**config.mk**
```make
export PLATFORM = sky130hd
export DESIGN_NAME = intack_sequencer
export DESIGN_NICKNAME = d
export VERILOG_FILES = /design/src/rtl/intack_pkg.sv /design/src/rtl/intack_enable.sv /design/src/rtl/intack_fsm.sv /design/src/rtl/intack_stack.sv /design/src/rtl/intack_sequencer.sv
export SDC_FILE = /design/constraint.sdc
export NUM_CORES = 1
export LEC_CHECK = 0
export BUFFER_PORTS_ARGS = -buffer_cell sky130_fd_sc_hd__buf_2
export CAP_MARGIN = 0
export CORE_AREA = 10 10 75 108
export DETAILED_ROUTE_END_ITERATION = 6
export DIE_AREA = 0 0 85 118
export PLACE_DENSITY = 0.75
export REMOVE_ABC_BUFFERS = 1
export SYNTH_ARGS = -nofsm -noshare
export SYNTH_HDL_FRONTEND = slang
export SYNTH_SLANG_ARGS = --single-unit
```
**constraint.sdc**
```tcl
create_clock -name clk -period 2 [get_ports clk]
set_input_delay 0.3 -clock clk [delete_from_list [all_inputs] [get_ports clk]]
set_output_delay 0.3 -clock clk [all_outputs]
set_load 0.02 [all_outputs]
```
**src/rtl/intack_pkg.sv**
```systemverilog
package intack_pkg;
  typedef enum logic [3:0] {
    ST_IDLE    = 4'd0,
    ST_WAIT    = 4'd1,
    ST_ACK_OP  = 4'd2,
    ST_CHECK   = 4'd3,
    ST_ACK_LO  = 4'd4,
    ST_GAP     = 4'd5,
    ST_ACK_HI  = 4'd6,
    ST_PUSH_HI = 4'd7,
    ST_PUSH_LO = 4'd8
  } seq_state_e;
endpackage

```
**src/rtl/intack_enable.sv**
```systemverilog
module intack_enable (
  input  logic clk,
  input  logic rst_n,
  input  logic set_i,
  input  logic clr_i,
  input  logic accept_i,
  output logic ie_o
);
  logic ie_q, ie_d, ie_en;

  always_comb begin
    ie_en = accept_i | clr_i | set_i;
    if (accept_i)   ie_d = 1'b0;
    else if (clr_i) ie_d = 1'b0;
    else            ie_d = 1'b1;
  end

  always_ff @(posedge clk or negedge rst_n) begin
    if (!rst_n)     ie_q <= 1'b0;
    else if (ie_en) ie_q <= ie_d;
  end

  assign ie_o = ie_q;
endmodule

```
**src/rtl/intack_fsm.sv**
```systemverilog
module intack_fsm
  import intack_pkg::*;
#(
  parameter int                DW      = 8,
  parameter logic [DW-1:0]     CALL_OP = 8'hCD
) (
  input  logic          clk,
  input  logic          rst_n,
  input  logic          req_ok_i,
  input  logic          instr_done_i,
  input  logic [DW-1:0] data_i,
  output logic          ack_n_o,
  output logic          busy_o,
  output logic          accept_o,
  output logic          cap_lo_o,
  output logic          cap_hi_o,
  output logic          push_hi_o,
  output logic          push_lo_o,
  output logic          err_o
);
  seq_state_e    state_q, state_d;
  logic [DW-1:0] op_q;
  logic          op_en;
  logic          err_q, err_d, err_en;
  logic          bad_op;

  always_comb begin
    state_d  = state_q;
    accept_o = 1'b0;
    bad_op   = 1'b0;
    unique case (state_q)
      ST_IDLE:    if (req_ok_i) begin
                    state_d  = ST_WAIT;
                    accept_o = 1'b1;
                  end
      ST_WAIT:    if (instr_done_i) state_d = ST_ACK_OP;
      ST_ACK_OP:  state_d = ST_CHECK;
      ST_CHECK:   if (op_q == CALL_OP) state_d = ST_ACK_LO;
                  else begin
                    state_d = ST_IDLE;
                    bad_op  = 1'b1;
                  end
      ST_ACK_LO:  state_d = ST_GAP;
      ST_GAP:     state_d = ST_ACK_HI;
      ST_ACK_HI:  state_d = ST_PUSH_HI;
      ST_PUSH_HI: state_d = ST_PUSH_LO;
      ST_PUSH_LO: state_d = ST_IDLE;
      default:    state_d = ST_IDLE;
    endcase
  end

  always_comb begin
    op_en  = (state_q == ST_ACK_OP);
    err_en = accept_o | bad_op;
    err_d  = bad_op;
  end

  always_ff @(posedge clk or negedge rst_n) begin
    if (!rst_n) state_q <= ST_IDLE;
    else        state_q <= state_d;
  end

  always_ff @(posedge clk or negedge rst_n) begin
    if (!rst_n)     op_q <= '0;
    else if (op_en) op_q <= data_i;
  end

  always_ff @(posedge clk or negedge rst_n) begin
    if (!rst_n)      err_q <= 1'b0;
    else if (err_en) err_q <= err_d;
  end

  assign ack_n_o   = !((state_q == ST_ACK_OP) || (state_q == ST_ACK_LO) ||
                       (state_q == ST_ACK_HI));
  assign busy_o    = (state_q != ST_IDLE);
  assign cap_lo_o  = (state_q == ST_ACK_LO);
  assign cap_hi_o  = (state_q == ST_ACK_HI);
  assign push_hi_o = (state_q == ST_PUSH_HI);
  assign push_lo_o = (state_q == ST_PUSH_LO);
  assign err_o     = err_q;
endmodule

```
**src/rtl/intack_stack.sv**
```systemverilog
module intack_stack #(
  parameter int             DW     = 8,
  parameter int             AW     = 2 * DW,
  parameter logic [AW-1:0]  PC_RST = 16'h0100,
  parameter logic [AW-1:0]  SP_RST = 16'h2400
) (
  input  logic          clk,
  input  logic          rst_n,
  input  logic [DW-1:0] data_i,
  input  logic          cap_lo_i,
  input  logic          cap_hi_i,
  input  logic          push_hi_i,
  input  logic          push_lo_i,
  output logic [AW-1:0] pc_o,
  output logic [AW-1:0] sp_o,
  output logic          we_o,
  output logic [AW-1:0] addr_o,
  output logic [DW-1:0] wdata_o
);
  localparam logic [AW-1:0] ONE = AW'(1);
  localparam logic [AW-1:0] TWO = AW'(2);

  logic [AW-1:0] pc_q, sp_q, pc_d, sp_d;
  logic [DW-1:0] tgt_lo_q, tgt_hi_q;
  logic          jump_en;

  always_comb begin
    jump_en = push_lo_i;
    pc_d    = {tgt_hi_q, tgt_lo_q};
    sp_d    = sp_q - TWO;
    we_o    = push_hi_i | push_lo_i;
    addr_o  = push_hi_i ? (sp_q - ONE) : (sp_q - TWO);
    wdata_o = push_hi_i ? pc_q[AW-1:DW] : pc_q[DW-1:0];
  end

  always_ff @(posedge clk or negedge rst_n) begin
    if (!rst_n)        tgt_lo_q <= '0;
    else if (cap_lo_i) tgt_lo_q <= data_i;
  end

  always_ff @(posedge clk or negedge rst_n) begin
    if (!rst_n)        tgt_hi_q <= '0;
    else if (cap_hi_i) tgt_hi_q <= data_i;
  end

  always_ff @(posedge clk or negedge rst_n) begin
    if (!rst_n) begin
      pc_q <= PC_RST;
      sp_q <= SP_RST;
    end else if (jump_en) begin
      pc_q <= pc_d;
      sp_q <= sp_d;
    end
  end

  assign pc_o = pc_q;
  assign sp_o = sp_q;
endmodule

```
**src/rtl/intack_sequencer.sv**
```systemverilog
module intack_sequencer #(
  parameter int                  DW      = 8,
  parameter int                  AW      = 2 * DW,
  parameter logic [DW-1:0]       CALL_OP = 8'hCD,
  parameter logic [AW-1:0]       PC_RST  = 16'h0100,
  parameter logic [AW-1:0]       SP_RST  = 16'h2400
) (
  input  logic          clk,
  input  logic          rst_n,
  input  logic          irq_req,
  input  logic          ie_set,
  input  logic          ie_clr,
  input  logic          instr_done,
  input  logic [DW-1:0] data_in,
  output logic          ack_n,
  output logic          busy,
  output logic          ie,
  output logic          vec_err,
  output logic [AW-1:0] pc,
  output logic [AW-1:0] sp,
  output logic          mem_we,
  output logic [AW-1:0] mem_addr,
  output logic [DW-1:0] mem_wdata
);
  logic accept, cap_lo, cap_hi, push_hi, push_lo;

  intack_enable u_enable (
    .clk      (clk),
    .rst_n    (rst_n),
    .set_i    (ie_set),
    .clr_i    (ie_clr),
    .accept_i (accept),
    .ie_o     (ie)
  );

  intack_fsm #(.DW(DW), .CALL_OP(CALL_OP)) u_fsm (
    .clk          (clk),
    .rst_n        (rst_n),
    .req_ok_i     (ie & irq_req),
    .instr_done_i (instr_done),
    .data_i       (data_in),
    .ack_n_o      (ack_n),
    .busy_o       (busy),
    .accept_o     (accept),
    .cap_lo_o     (cap_lo),
    .cap_hi_o     (cap_hi),
    .push_hi_o    (push_hi),
    .push_lo_o    (push_lo),
    .err_o        (vec_err)
  );

  intack_stack #(.DW(DW), .AW(AW), .PC_RST(PC_RST), .SP_RST(SP_RST)) u_stack (
    .clk       (clk),
    .rst_n     (rst_n),
    .data_i    (data_in),
    .cap_lo_i  (cap_lo),
    .cap_hi_i  (cap_hi),
    .push_hi_i (push_hi),
    .push_lo_i (push_lo),
    .pc_o      (pc),
    .sp_o      (sp),
    .we_o      (mem_we),
    .addr_o    (mem_addr),
    .wdata_o   (mem_wdata)
  );
endmodule

```
## Word level (Yosys, flattened, before mapping)

Cells that the tools add are included.

- Add/sub/neg operators: 2
- Equal/unequal tests: 11
- Mux-type cells: 12
- Bitwise logic cells: 5
- Reduce and logical (&&, ||, !) cells: 6

Operators with widths:

| kind | number |
|---|---|
| $pmux 4 s8 | 1 |
| $eq 4x3->1 const B | 4 |
| $mux 16 | 1 |
| $sub 16x1->16 const B | 1 |
| $sub 16x2->16 const B | 1 |
| $eq 4x2->1 const B | 2 |
| $eq 8x8->1 const B | 1 |
| $mux 4 | 2 |
| $mux 8 | 1 |
| $mux 1 | 6 |
| $eq 4x1->1 const B | 1 |
| $eq 4x4->1 const B | 1 |
| $logic_not 4->1 | 1 |
| $or 1x1->1 | 4 |
| $reduce_bool 4->1 | 1 |
| $mux 3 | 1 |
| $logic_or 1x1->1 | 2 |
| $ne 2x1->1 const B | 1 |
| $ne 2x2->1 const B | 1 |
| $reduce_and 2->1 | 1 |
| $and 1x1->1 | 1 |
| $logic_not 1->1 | 1 |

- Register bits after elaboration: 62
- Bits of input ports: 14
- Word-level logic and storage cells: 44

## Longest topological paths before layout

Gate-level depths: netlist of the first run.

- Depth after elaboration: 5
- Mapped depth: 6
- Gate-level depth less buffers: 6

## Modules after synthesis

From an unflattened synthesis of the first run, not the netlist that was laid out.

- Cell total of the unflattened synthesis: 232
- Area total of the unflattened synthesis: 2920.3 um2

Modules (own cells, without submodules):

| module | instances | cells each | area each (um2) |
|---|---|---|---|
| intack_stack | 1 | 176 | 2240.9 |
| intack_fsm | 1 | 52 | 634.4 |
| intack_enable | 1 | 3 | 38.8 |
| intack_sequencer | 1 | 1 | 6.3 |

## Least setup slack after synthesis of the first run

OpenSTA, ideal clock, no wires.

- Path type: register to output
- Start: reg u_stack.sp_q[1], in the netlist u_stack.sp_o[1]
- End: out mem_addr[13]
- Arrival: 2074 ps
- Slack: -374 ps
- Stages on the path, launching flop included: 7
- Path buffers: 0
- Cell sequence: dfrtp_1 inv_1 ha_1 nor3b_1 nand2_1 nor3_1 xor2_1

- Word-level cells in the longest chain between the ends: 2
- Elaborated cells between the ends (all ways): 3

RTL lines:

| what | RTL line | RTL |
|---|---|---|
| start, declared | intack_stack.sv:23 | `logic [AW-1:0] pc_q, sp_q, pc_d, sp_d;` |
| start signal, assigned | intack_stack.sv:52 | `sp_q <= sp_d;` |
| $sub 16x2->16 or $sub 16x1->16 (tied branches) | intack_stack.sv:32 | `addr_o = push_hi_i ? (sp_q - ONE) : (sp_q - TWO);` |
| $mux 16 * | intack_stack.sv:32 |  |
| end, declared | intack_sequencer.sv:22 | `output logic [AW-1:0] mem_addr,` |

Every way passes the cells marked *; elsewhere a longest branch is shown, timed or not.

## Worst setup path after layout of the first run

- Start: reg u_stack.sp_q[11], in the netlist u_stack.sp_o[11]
- End: out mem_addr[15]

Same word-level chain as after synthesis.

==> results of run 1 <==
cell usage in the layout, fill, tap and decap left out, types with 2 or more instances in the layout:
cell        n
nor3_1      7
dfstp_2     3
a21oi_1     4
buf_4      58
clkbuf_8    9
inv_2       2
xnor2_1     9
dfrtp_1    57
mux2_2     24
nand2b_4    3
xor2_1     15
o21ai_0     2
nand2_2     2
clkinv_2    4
nor3b_4     2
nor3_2      2
bufinv_16   2
nand2_1    82
nor3_4      2
inv_1       4
buf_6      10
or4_4       3
xnor2_2     3
nor2_1      8
buf_2      60
nor2_4      2
or3_1       2
worst min-delay path by stage:
stage,cells after the start,slack (ns),to,startpoint
2_1_floorplan,0,0.004,u_enable.ie_o$_DFFE_PN0P_,rst_n
3_3_place_gp,1,0.15,u_enable.ie_o$_DFFE_PN0P_,rst_n
3_5_place_dp,1,0.15,u_enable.ie_o$_DFFE_PN0P_,rst_n
4_1_cts,2,0.11,u_enable.ie_o$_DFFE_PN0P_,ie_clr
5_1_grt,2,0.11,u_enable.ie_o$_DFFE_PN0P_,ie_clr
6_report,2,0.12,u_enable.ie_o$_DFFE_PN0P_,ie_clr
per-layer routing:
layer	GRT usage (%)	vias up
met1	14.4	1190
met4	8.37	0
met2	26.7	67
met5	0	-
li1	-	1144
met3	5.06	18
worst register-to-register path, stage by stage, from the launching register on:
cell     delay, ns
dfrtp_1       0.38
or4_4         0.55
or3_4         0.38
buf_4         0.15
buf_6         0.10
buf_4         0.13
nor4_4        0.21
xor2_1        0.16
logic make-up after synthesis:
group,count (synthesis),share of synthesized area (%)
adders and majority gates,1,0.445
other,1,0.134
xor gates and xnor gates,27,8.42
AOI/OAI and AO/OA,7,1.34
DFF,61,54.5
and+or+nand+nor,131,22.3
muxes,24,9.62
buffers and inverters,21,3.25
per-stage QoR:
| stage | utilization, % | hold WS, ns | instance area, um^2 |
|---|---|---|---|
| finish | 67.2 | 0.125 | 4150 |
| global route | 67.2 | 0.108 | 4150 |
| CTS | 64.5 | 0.109 | 3980 |
| detailed placement | 55.5 | 0.155 | 3430 |
| global placement | 55.5 | 0.149 | 3430 |
| floorplan | - | 0.00441 | 2740 |
flip-flops by register name (all words and copies together), names as in the netlist:
register and flops:
u_fsm.op_q 8, u_stack.tgt_hi_q 8, u_fsm.state_q 4, u_fsm.err_o 1
u_enable.ie_o 1, u_stack.pc_o 16, u_stack.sp_o 15, u_stack.tgt_lo_q 8
final cells by class:
type	count	area, um^2	area share [%]
timing repair buffer	131	911	22.0
multi-input combinational	191	1370	33.0
clock inverter	7	88.8	2.14
clock buffer	9	124	2.99
inverter	7	31.3	0.754
sequential	61	1530	36.9
tap	74	92.6	2.23
power groups by stage:
stage	combinational, mW	clock, mW	sequential, mW
final	2.03	1.17	1.57
after global routing	2.18	1.26	1.60
after CTS	1.83	1.20	1.57
after detailed placement	1.43	0	1.60
after global placement	1.41	0	1.58
after floorplan	0.859	0	1.64
repair_timing:
action	4_1_cts	5_1_grt
hold endpoints to repair	6	0
resized for setup	48	17
hold buffers	1	0
pin swaps	14	8
endpoints found under the setup margin	21	21
gates cloned	1	0
setup buffers	16	12
==> metrics, run 1 <==
fillers 456; Internal 3.20 mW; Post-synth EDFFs 0; die span in x 85 um; top post-synthesis cells by count nand2_1 (85), dfrtp_1 (58), mux2_2 (24); gr ovfl total 0; clk sinks 61; CP Max Fanout 3; CP Class flip-flop to output port; Residual DRC 0; final hold vios 0; type of origin of the critical path flip-flop; Antenna Nets Post-Route 0; clock period minus worst slack 2.40 ns; Primary FF master, synth dfrtp_1; switching share of power 32.9%; DR pass1 iterations 4; final period utilization 120%; initial antenna violation count 0; Final Skew 0.00867 ns; Power, Total 4.77 mW; post-synthesis async set-or-reset flop share 100%; DR iter-0 viols 129; critical path, cell by cell or4_4 > or3_4 > nor3_4 > xor2_1 > buf_4; top-count cell post-synth nand2_1; Critical Path End mem_addr[15]; pre-CTS setup slack -0.121 ns; Final setup viols 12; CP max stage cell or4_4; DR WL met2 4.26 mm; Final Slew Violations 0; CTS root buffer clkbuf_8; top cells by area, synth dfrtp_1 (52%), nand2_1 (11%), mux2_2 (9.6%); Crit path max-delay family simple AND/OR/NAND/NOR gates; Worst Path Arrival 2.10 ns; NumNets Final 416; core box area 6170 um^2; Worst Setup SP u_stack.sp_o[11]$_DFFE_PN0P_; Levels on crit path 5; Initial Util 45.5%; Leakage 2.26 nW; Vias 2419; reg2reg setup slack -0.14 ns; total negative slack -2.46 ns; vias per cell 5.04; distinct cell type count after synthesis 36; Reg-to-Reg Start u_stack.sp_o[11]$_DFFE_PN0P_; Synth Area per Inst 10.3 um^2; Logic pwr share 42.5%; RSZ-0062 raised after global routing true; Total Wirelength 7.53 mm; Die ar. 10000 um^2; slack of the critical path -0.401 ns; Pwr per Cell Area 1150 nW/um^2; Data required, critical path 1.70 ns; GR Util All Layers 15.0%; TritonCTS buffer count 9; Clock Latency Late Sink 0.33 ns; Post-Syn Area 2810 um^2; maximum VDD drop 588 uV; R2R Path End u_stack.sp_o[15]$_DFFE_PN0P_; Max stage delay on crit path 0.55 ns; Reg clk slew, reported paths 0.07 ns; status finished, violations left; Top Ports 75; sequential share of the synthesized area 54.5%; share of cells above drive strength 1 50.7%; CTS tree done; uppermost layer routed met4; vias in the first global route 2519; Core Rows 35; Synth top area share 51.7%; H-Tree Depth 3; NetSw 1.57 mW; Layout Cells excl Fill 480; Routed WL per cell 15.7 um; IO buf count 73; largest net degree at the start of global routing 36; worst reg2reg path depth 7; failing checks setup timing; Syn Inst Count 273; P&R area growth vs syn 47.6%; CP Buf/Inv Count 1; hpwl dp 5.29 mm; Synth area leader dfrtp_1; first-pass GRT wire length 12.3 mm; Worst Hold Class input pin to flip-flop; die height 118 um; Final Wtd Congestion 0.829; CTS Buffer Depth 2; placed insts 435; Reg power frac 32.9%; number of inserted diodes 0; synthesized flop and latch total 61; max cap viols 0; Synthesis Warnings 0; CP Capture Type output port; metal3 WL 438 um; clock group share of total power 24.6%; f_max 0.417 GHz; routed metal-1 wirelength 2.63 mm
Note: power is estimated with default switching activity, not from simulation.
==> run 2: changes to the inputs <==
--- a/config.mk
+++ b/config.mk
@@ -5,12 +5,13 @@
 export SDC_FILE = /design/constraint.sdc
 export NUM_CORES = 1
 export LEC_CHECK = 0
+export ABC_AREA = 1
 export BUFFER_PORTS_ARGS = -buffer_cell sky130_fd_sc_hd__buf_2
 export CAP_MARGIN = 0
-export CORE_AREA = 10 10 75 108
+export CORE_AREA = 10 10 75 109
 export DETAILED_ROUTE_END_ITERATION = 6
-export DIE_AREA = 0 0 85 118
-export PLACE_DENSITY = 0.75
+export DIE_AREA = 0 0 85 119
+export PLACE_DENSITY = 0.77
 export REMOVE_ABC_BUFFERS = 1
 export SYNTH_ARGS = -nofsm -noshare
 export SYNTH_HDL_FRONTEND = slang
==> run 2 against run 1 <==
Net effect: the flow now finishes without violations; final cell count is 12% higher; combinational power is 20% lower; sequential share of layout area is 4.6 points higher; area after synthesis is 4.3% higher; register-to-register slack better by 0.70 ns; hold slack better by 0.075 ns; utilization is 8.9 points lower; global-route usage is 0.53 points lower; clock power is 20% lower.
==> metrics, run 2 <==
status complete, no violations; Die ar. 10100 um^2; Residual DRC 0; vias in the first global route 2640; type of origin of the critical path flip-flop; DR pass1 iterations 4; post-synthesis async set-or-reset flop share 100%; GR Util All Layers 14.5%; TritonCTS buffer count 9; top-count cell post-synth nand2_1; total negative slack 0 ns; DR WL met2 3.98 mm; Internal 2.62 mW; Final Slew Violations 0; RSZ-0062 raised after global routing true; Post-synth EDFFs 0; H-Tree Depth 3; Final Skew 0.00929 ns; IO buf count 73; NetSw 1.62 mW; Reg clk slew, reported paths 0.07 ns; hold_ws 0.200 ns; final period utilization 98.1%; CP Capture Type output port; CTS root buffer clkbuf_8; Synth Area per Inst 7.79 um^2; Synth top area share 49.5%; gr ovfl total 0; f_max 0.510 GHz; routed metal-1 wirelength 2.71 mm; critical path, cell by cell inv_2 > ha_4 > nand2_4 > nor2_4 > nand3_2 > and2_1 > buf_4; Worst Hold Class input pin to flip-flop; NumNets Final 473; switching share of power 38.2%; multi-input combinational cell area 1260 um^2; fillers 586; slack of the critical path 0.0388 ns; share of cells above drive strength 1 29.1%; P&R area growth vs syn 26.3%; Layout Cells excl Fill 537; distinct cell type count after synthesis 24; vias per cell 4.90; hpwl dp 5.56 mm; Data required, critical path 1.70 ns; Clock Latency Late Sink 0.33 ns; Worst Path Arrival 1.66 ns; Syn Inst Count 376; FF+latch area 1540 um^2; DR iter-0 viols 130; placed insts 518; Initial Util 46.1%; final instance area 3700 um^2; commonest non-fill, non-tap cell in the layout nand2_1; clk sinks 61; most frequent cells in the layout nand2_1 (138), buf_2 (68), dfrtp_1 (54); core box area 6350 um^2; uppermost layer routed met4; CP Max Fanout 6; CTS Buffer Depth 2; clock period minus worst slack 1.96 ns; largest net degree at the start of global routing 44; Reg power frac 39.3%; Total Wirelength 7.27 mm; Primary FF master, synth dfrtp_1; max FFs per register 16; Antenna Nets Post-Route 0; Routed WL per cell 13.5 um; die height 119 um; CP Class flip-flop to output port; synthesized flop and latch total 61; Core Rows 36; Post-Syn Area 2930 um^2; top post-synthesis cells by count nand2_1 (141), dfrtp_1 (58), inv_1 (41); Util after Layout 58.3%; Pwr per Cell Area 1140 nW/um^2; CTS tree done; metal3 WL 446 um; Synthesis Warnings 0; Logic pwr share 38.5%; number of inserted diodes 0; sequential share of the synthesized area 52.2%; first-pass GRT wire length 12.1 mm; pre-CTS setup slack 0.190 ns; Leakage 2.05 nW; top cells by area, synth dfrtp_1 (50%), nand2_1 (18%), o21ai_0 (5.8%); CP max stage cell dfrtp_1; Top Ports 75; Final setup viols 0; max cap viols 0; Vias 2629; Final Wtd Congestion 0.888; Synth area leader dfrtp_1; clock group share of total power 22.2%; initial antenna violation count 0; Power, Total 4.23 mW; final hold vios 0; Max stage delay on crit path 0.41 ns; die span in x 85 um; maximum VDD drop 579 uV; dpl cell area 3360 um^2
## run 2: cell types whose count changed after synthesis, sizes merged, moves of 8 or more
cell,change
nand3,+18
xnor2,-12
nand2,+58
o21ai,+42
nor2,+20
nor3,-8
xor2,-11
mux2,-24
clkbuf,-10
inv,+39
buf,+8
and2,+10
## run 2: per-layer routing
layer / up-vias / track usage [%]
met4: 0 / 7.54
met5: - / 0
met3: 15 / 3.82
li1: 1317 / -
met2: 70 / 26.2
met1: 1227 / 14.5
## run 2: worst paths after layout
kind,startpoint,endpoint,slack [ns],cells after the start
worst max-delay path,u_stack.sp_o[2]$_DFFE_PN0P_,mem_addr[11],0.04,7
min in group asynchronous,rst_n,u_stack.sp_o[11]$_DFFE_PN0P_,0.45,2
max in group asynchronous,rst_n,u_stack.pc_o[8]$_DFFE_PN1P_,0.91,3
worst min-delay path,data_in[2],u_stack.tgt_lo_q[2]$_DFFE_PN0P_,0.20,3
worst max register to register,u_fsm.state_q[1]$_DFFE_PN0P_,u_stack.sp_o[7]$_DFFE_PN0P_,0.56,6
worst min register to register,u_stack.tgt_hi_q[7]$_DFFE_PN0N_,u_stack.pc_o[15]$_DFFE_PN0P_,0.47,2
## run 2: worst max-delay path: cells and delay by family, from the launching register on
family	cells	cell delay, ns
and+or+nand+nor	4	0.53
DFF	1	0.41
buffers and inverters	2	0.24
adders and majority gates	1	0.15
## run 2: cells by family (layout without fill, tap and decap cells)
group | after synthesis | in the layout | synth area share [%]
and+or+nand+nor | 207 | 207 | 29.9
DFF | 61 | 61 | 52.2
buffers and inverters | 57 | 142 | 8.37
AOI/OAI and AO/OA | 45 | 45 | 7.77
xor gates and xnor gates | 4 | 4 | 1.20
adders and majority gates | 1 | 1 | 0.427
other | 1 | 1 | 0.128
## run 2: timing repair
item / CTS / global route
hold buffers: 1 / 0
buffers inserted: 1 / 3
endpoints found under the setup margin: 8 / 10
hold endpoints to repair: 16 / 0
cloned: 0 / 0
pin swaps: 2 / 4
resized for setup: 8 / 32
## run 2: power by group through the flow
stage	clock network, mW	registers (mW)	logic, mW
6_report	0.940	1.67	1.63
5_1_grt	1.00	1.70	1.84
4_1_cts	0.958	1.66	1.53
3_5_place_dp	0	1.68	1.49
3_3_place_gp	0	1.66	1.45
2_1_floorplan	0	1.71	0.968
## run 2: layout make-up
cell class	count	share of cell area (%)
multi-input cells	258	34.1
clock buffers	12	4.19
well taps	76	2.57
clock inverters	2	0.271
flip-flops and latches	61	41.5
inverters	45	4.57
repair buffers	83	12.9
==> run 3: changes to the inputs <==
--- a/config.mk
+++ b/config.mk
@@ -8,11 +8,13 @@
 export ABC_AREA = 1
 export BUFFER_PORTS_ARGS = -buffer_cell sky130_fd_sc_hd__buf_2
 export CAP_MARGIN = 0
-export CORE_AREA = 10 10 75 109
+export CORE_AREA = 2 2 68 102
 export DETAILED_ROUTE_END_ITERATION = 6
-export DIE_AREA = 0 0 85 119
-export PLACE_DENSITY = 0.77
+export DIE_AREA = 0 0 70 104
+export MAX_ROUTING_LAYER = met4
+export PLACE_DENSITY = 0.76
 export REMOVE_ABC_BUFFERS = 1
 export SYNTH_ARGS = -nofsm -noshare
 export SYNTH_HDL_FRONTEND = slang
+export SYNTH_HIERARCHICAL = 1
 export SYNTH_SLANG_ARGS = --single-unit
==> run 3 against run 2 <==
Net effect: the flow now finishes with violations (hold timing); critical path depth unchanged; sequential share of layout area shrank 2.4 points; power up 2.2%; area after synthesis is 2.3% higher; combinational power shrank 3%; non-clock buffer count up 10; register-to-register slack got worse by 0.36 ns; maximum frequency about the same; hold slack worse by 0.21 ns; final cell count up 0.37%; synthesized cell count decreased by 2.7%.
==> metrics, run 3 <==
hold_ws -0.00678 ns; type of origin of the critical path flip-flop; post-synthesis async set-or-reset flop share 100%; Vias 2680; Leakage 2.07 nW; final period utilization 98.1%; Reg clk slew, reported paths 0.07 ns; CTS tree done; reg2reg setup slack 0.20 ns; clock group share of total power 26.4%; Worst Hold Class input pin to asynchronous set/reset pin; Worst Path Arrival 1.66 ns; Initial Util 46.9%; Core Rows 36; TritonCTS buffer count 9; Antenna Nets Post-Route 0; Logic pwr share 36.6%; Synthesis Warnings 6; Synth Area per Inst 8.19 um^2; RSZ-0062 raised after global routing true; maximum VDD drop 610 uV; H-Tree Depth 3; Post-synth EDFFs 0; Die ar. 7280 um^2; GR Util All Layers 21.2%; initial antenna violation count 0; most frequent cells in the layout nand2_1 (97), buf_2 (73), dfrtp_1 (53); relative slew slack 55.7%; first-pass GRT wire length 12.1 mm; Final setup viols 0; max FFs per register 16; NetSw 1.58 mW; hold_buf cts 0; Reg power frac 37.0%; DR iter-0 viols 96; Synth top area share 48.4%; distinct cell type count after synthesis 29; clock period minus worst slack 1.96 ns; P&R area growth vs syn 31.0%; DR pass1 iterations 4; Internal 2.74 mW; slack of the critical path 0.0384 ns; NumNets Final 473; Total Wirelength 7.21 mm; CP Max Fanout 4; Layout Cells excl Fill 539; Least-Margin Pin Slew 0.665 ns; Clock Latency Late Sink 0.33 ns; status finished, violations left; top cells by area, synth dfrtp_1 (48%), nand2_1 (12%), o21ai_0 (7.3%); gr ovfl total 0; commonest non-fill, non-tap cell in the layout nand2_1; switching share of power 36.6%; die height 104 um; top post-synthesis cells by count nand2_1 (98), dfrtp_1 (58), inv_1 (53); largest net degree at the start of global routing 26; f_max 0.510 GHz; CP Class flip-flop to output port; Post-Syn Area 3000 um^2; Primary FF master, synth dfrtp_1; sequential share of the synthesized area 51.0%; CP Capture Type output port; pre-CTS setup slack 0.182 ns; Synth area leader dfrtp_1; share of cells above drive strength 1 35.4%; number of inserted diodes 0; top-count cell post-synth nand2_1; placed insts 511; core box area 6400 um^2; CTS Buffer Depth 2; synthesized flop and latch total 61; vias per cell 4.97; vias in the first global route 2529; die span in x 70 um; Final Skew 0.00741 ns; Routed WL per cell 13.4 um; max cap viols 0; Pwr per Cell Area 1100 nW/um^2; hpwl dp 5.07 mm; Final Slew Violations 0; Data required, critical path 1.70 ns; CTS root buffer clkbuf_8; final hold vios 2; clk sinks 61; Syn Inst Count 366; Final Wtd Congestion 0.906; Top Ports 75; IO buf count 73; failing checks hold timing; Residual DRC 0
==> run 3: changes by cell type after synthesis, sizes merged <==
cell	previous run	this run
nand2	143	100
inv	45	54
mux2	0	8
o21ai	44	52
clkbuf	0	5
buf	12	8
nor2	30	34
and2	10	11
nor2b	0	1
nor3	3	2
nor3b	1	0
o21bai	0	1
o2bb2ai	0	1
or2	0	1
==> run 3: final cells by class <==
class	count	area, um^2
fillers	571	2470
well taps	76	95.1
clock buffers	12	165
inverters	54	209
multi-input cells	238	1290
repair inverters	1	7.51
clock inverters	4	45.0
flip-flops and latches	61	1540
repair buffers	93	582
==> run 3: power groups by stage <==
stage	logic [mW]	registers (mW)	clock network (mW)
CTS	1.52	1.59	1.17
floorplan	0.985	1.64	0
global route	1.74	1.63	1.23
global placement	1.41	1.61	0
detailed placement	1.45	1.62	0
finish	1.58	1.60	1.14
==> run 3: logic make-up after synthesis <==
family | Yosys count | synth area share, %
adders and majority gates | 1 | 0.417
AOI/OAI and AO/OA | 55 | 10.5
xor gates and xnor gates | 4 | 1.17
other | 1 | 0.125
and+or+nand+nor | 169 | 24.6
DFF | 61 | 51.0
muxes | 8 | 3.01
buffers and inverters | 67 | 9.18
==> run 3: timing repair <==
action | in CTS | in global routing
buffers inserted | 7 | 2
gates resized for setup | 18 | 19
setup endpoints to repair | 16 | 30
pin swaps | 2 | 7
gates cloned | 2 | 1
==> run 3: path summary, 6_finish.rpt <==
path | from | to | cells past startpoint
worst max-delay path | u_stack/sp_o[2]$_DFFE_PN0P_ | mem_addr[11] | 7
worst min-delay path | rst_n | u_stack/sp_o[1]$_DFFE_PN0P_ | 1
worst max register to register | u_fsm/state_q[1]$_DFFE_PN0P_ | u_stack/pc_o[15]$_DFFE_PN0P_ | 8
worst min register to register | u_fsm/op_q[7]$_DFFE_PN0N_ | u_fsm/op_q[7]$_DFFE_PN0N_ | 2
max in group asynchronous | rst_n | u_fsm/state_q[3]$_DFFE_PN0P_ | 2
min in group clk | ie_set | u_enable/ie_o$_DFFE_PN0P_ | 3
==> run 3: layer usage <==
metal  up-vias  track usage (%)  routed length (um)
li1       1321                -                   -
met1      1256             25.5                3010
met2        84             34.9                3660
met3        19             4.46                 354
met4         0             8.10                 188
met5         -                -                   0
==> run 3: critical path: stages (launching register included) <==
cell     delay (ns)
dfrtp_1        0.42
inv_2          0.09
ha_4           0.17
nand3_1        0.15
nor2_1         0.12
nand2_1        0.07
and2_1         0.16
buf_2          0.15
==> run 3: per-stage QoR <==
| stage | utilization [%] | setup TNS, ns | hold slack [ns] | power [mW] | instance area, um^2 |
|---|---|---|---|---|---|
| 2_1_floorplan | - | -39.81 | 0.00441 | 2.62 | 2930 |
| 3_3_place_gp | 54.7 | 0 | 0.351 | 3.02 | 3500 |
| 3_5_place_dp | 54.7 | 0 | 0.371 | 3.07 | 3500 |
| 4_1_cts | 60.3 | 0 | 0.00387 | 4.28 | 3860 |
| 5_1_grt | 61.4 | -0.173 | 0.0206 | 4.60 | 3930 |
| 6_report | 61.4 | 0 | -0.00678 | 4.33 | 3930 |
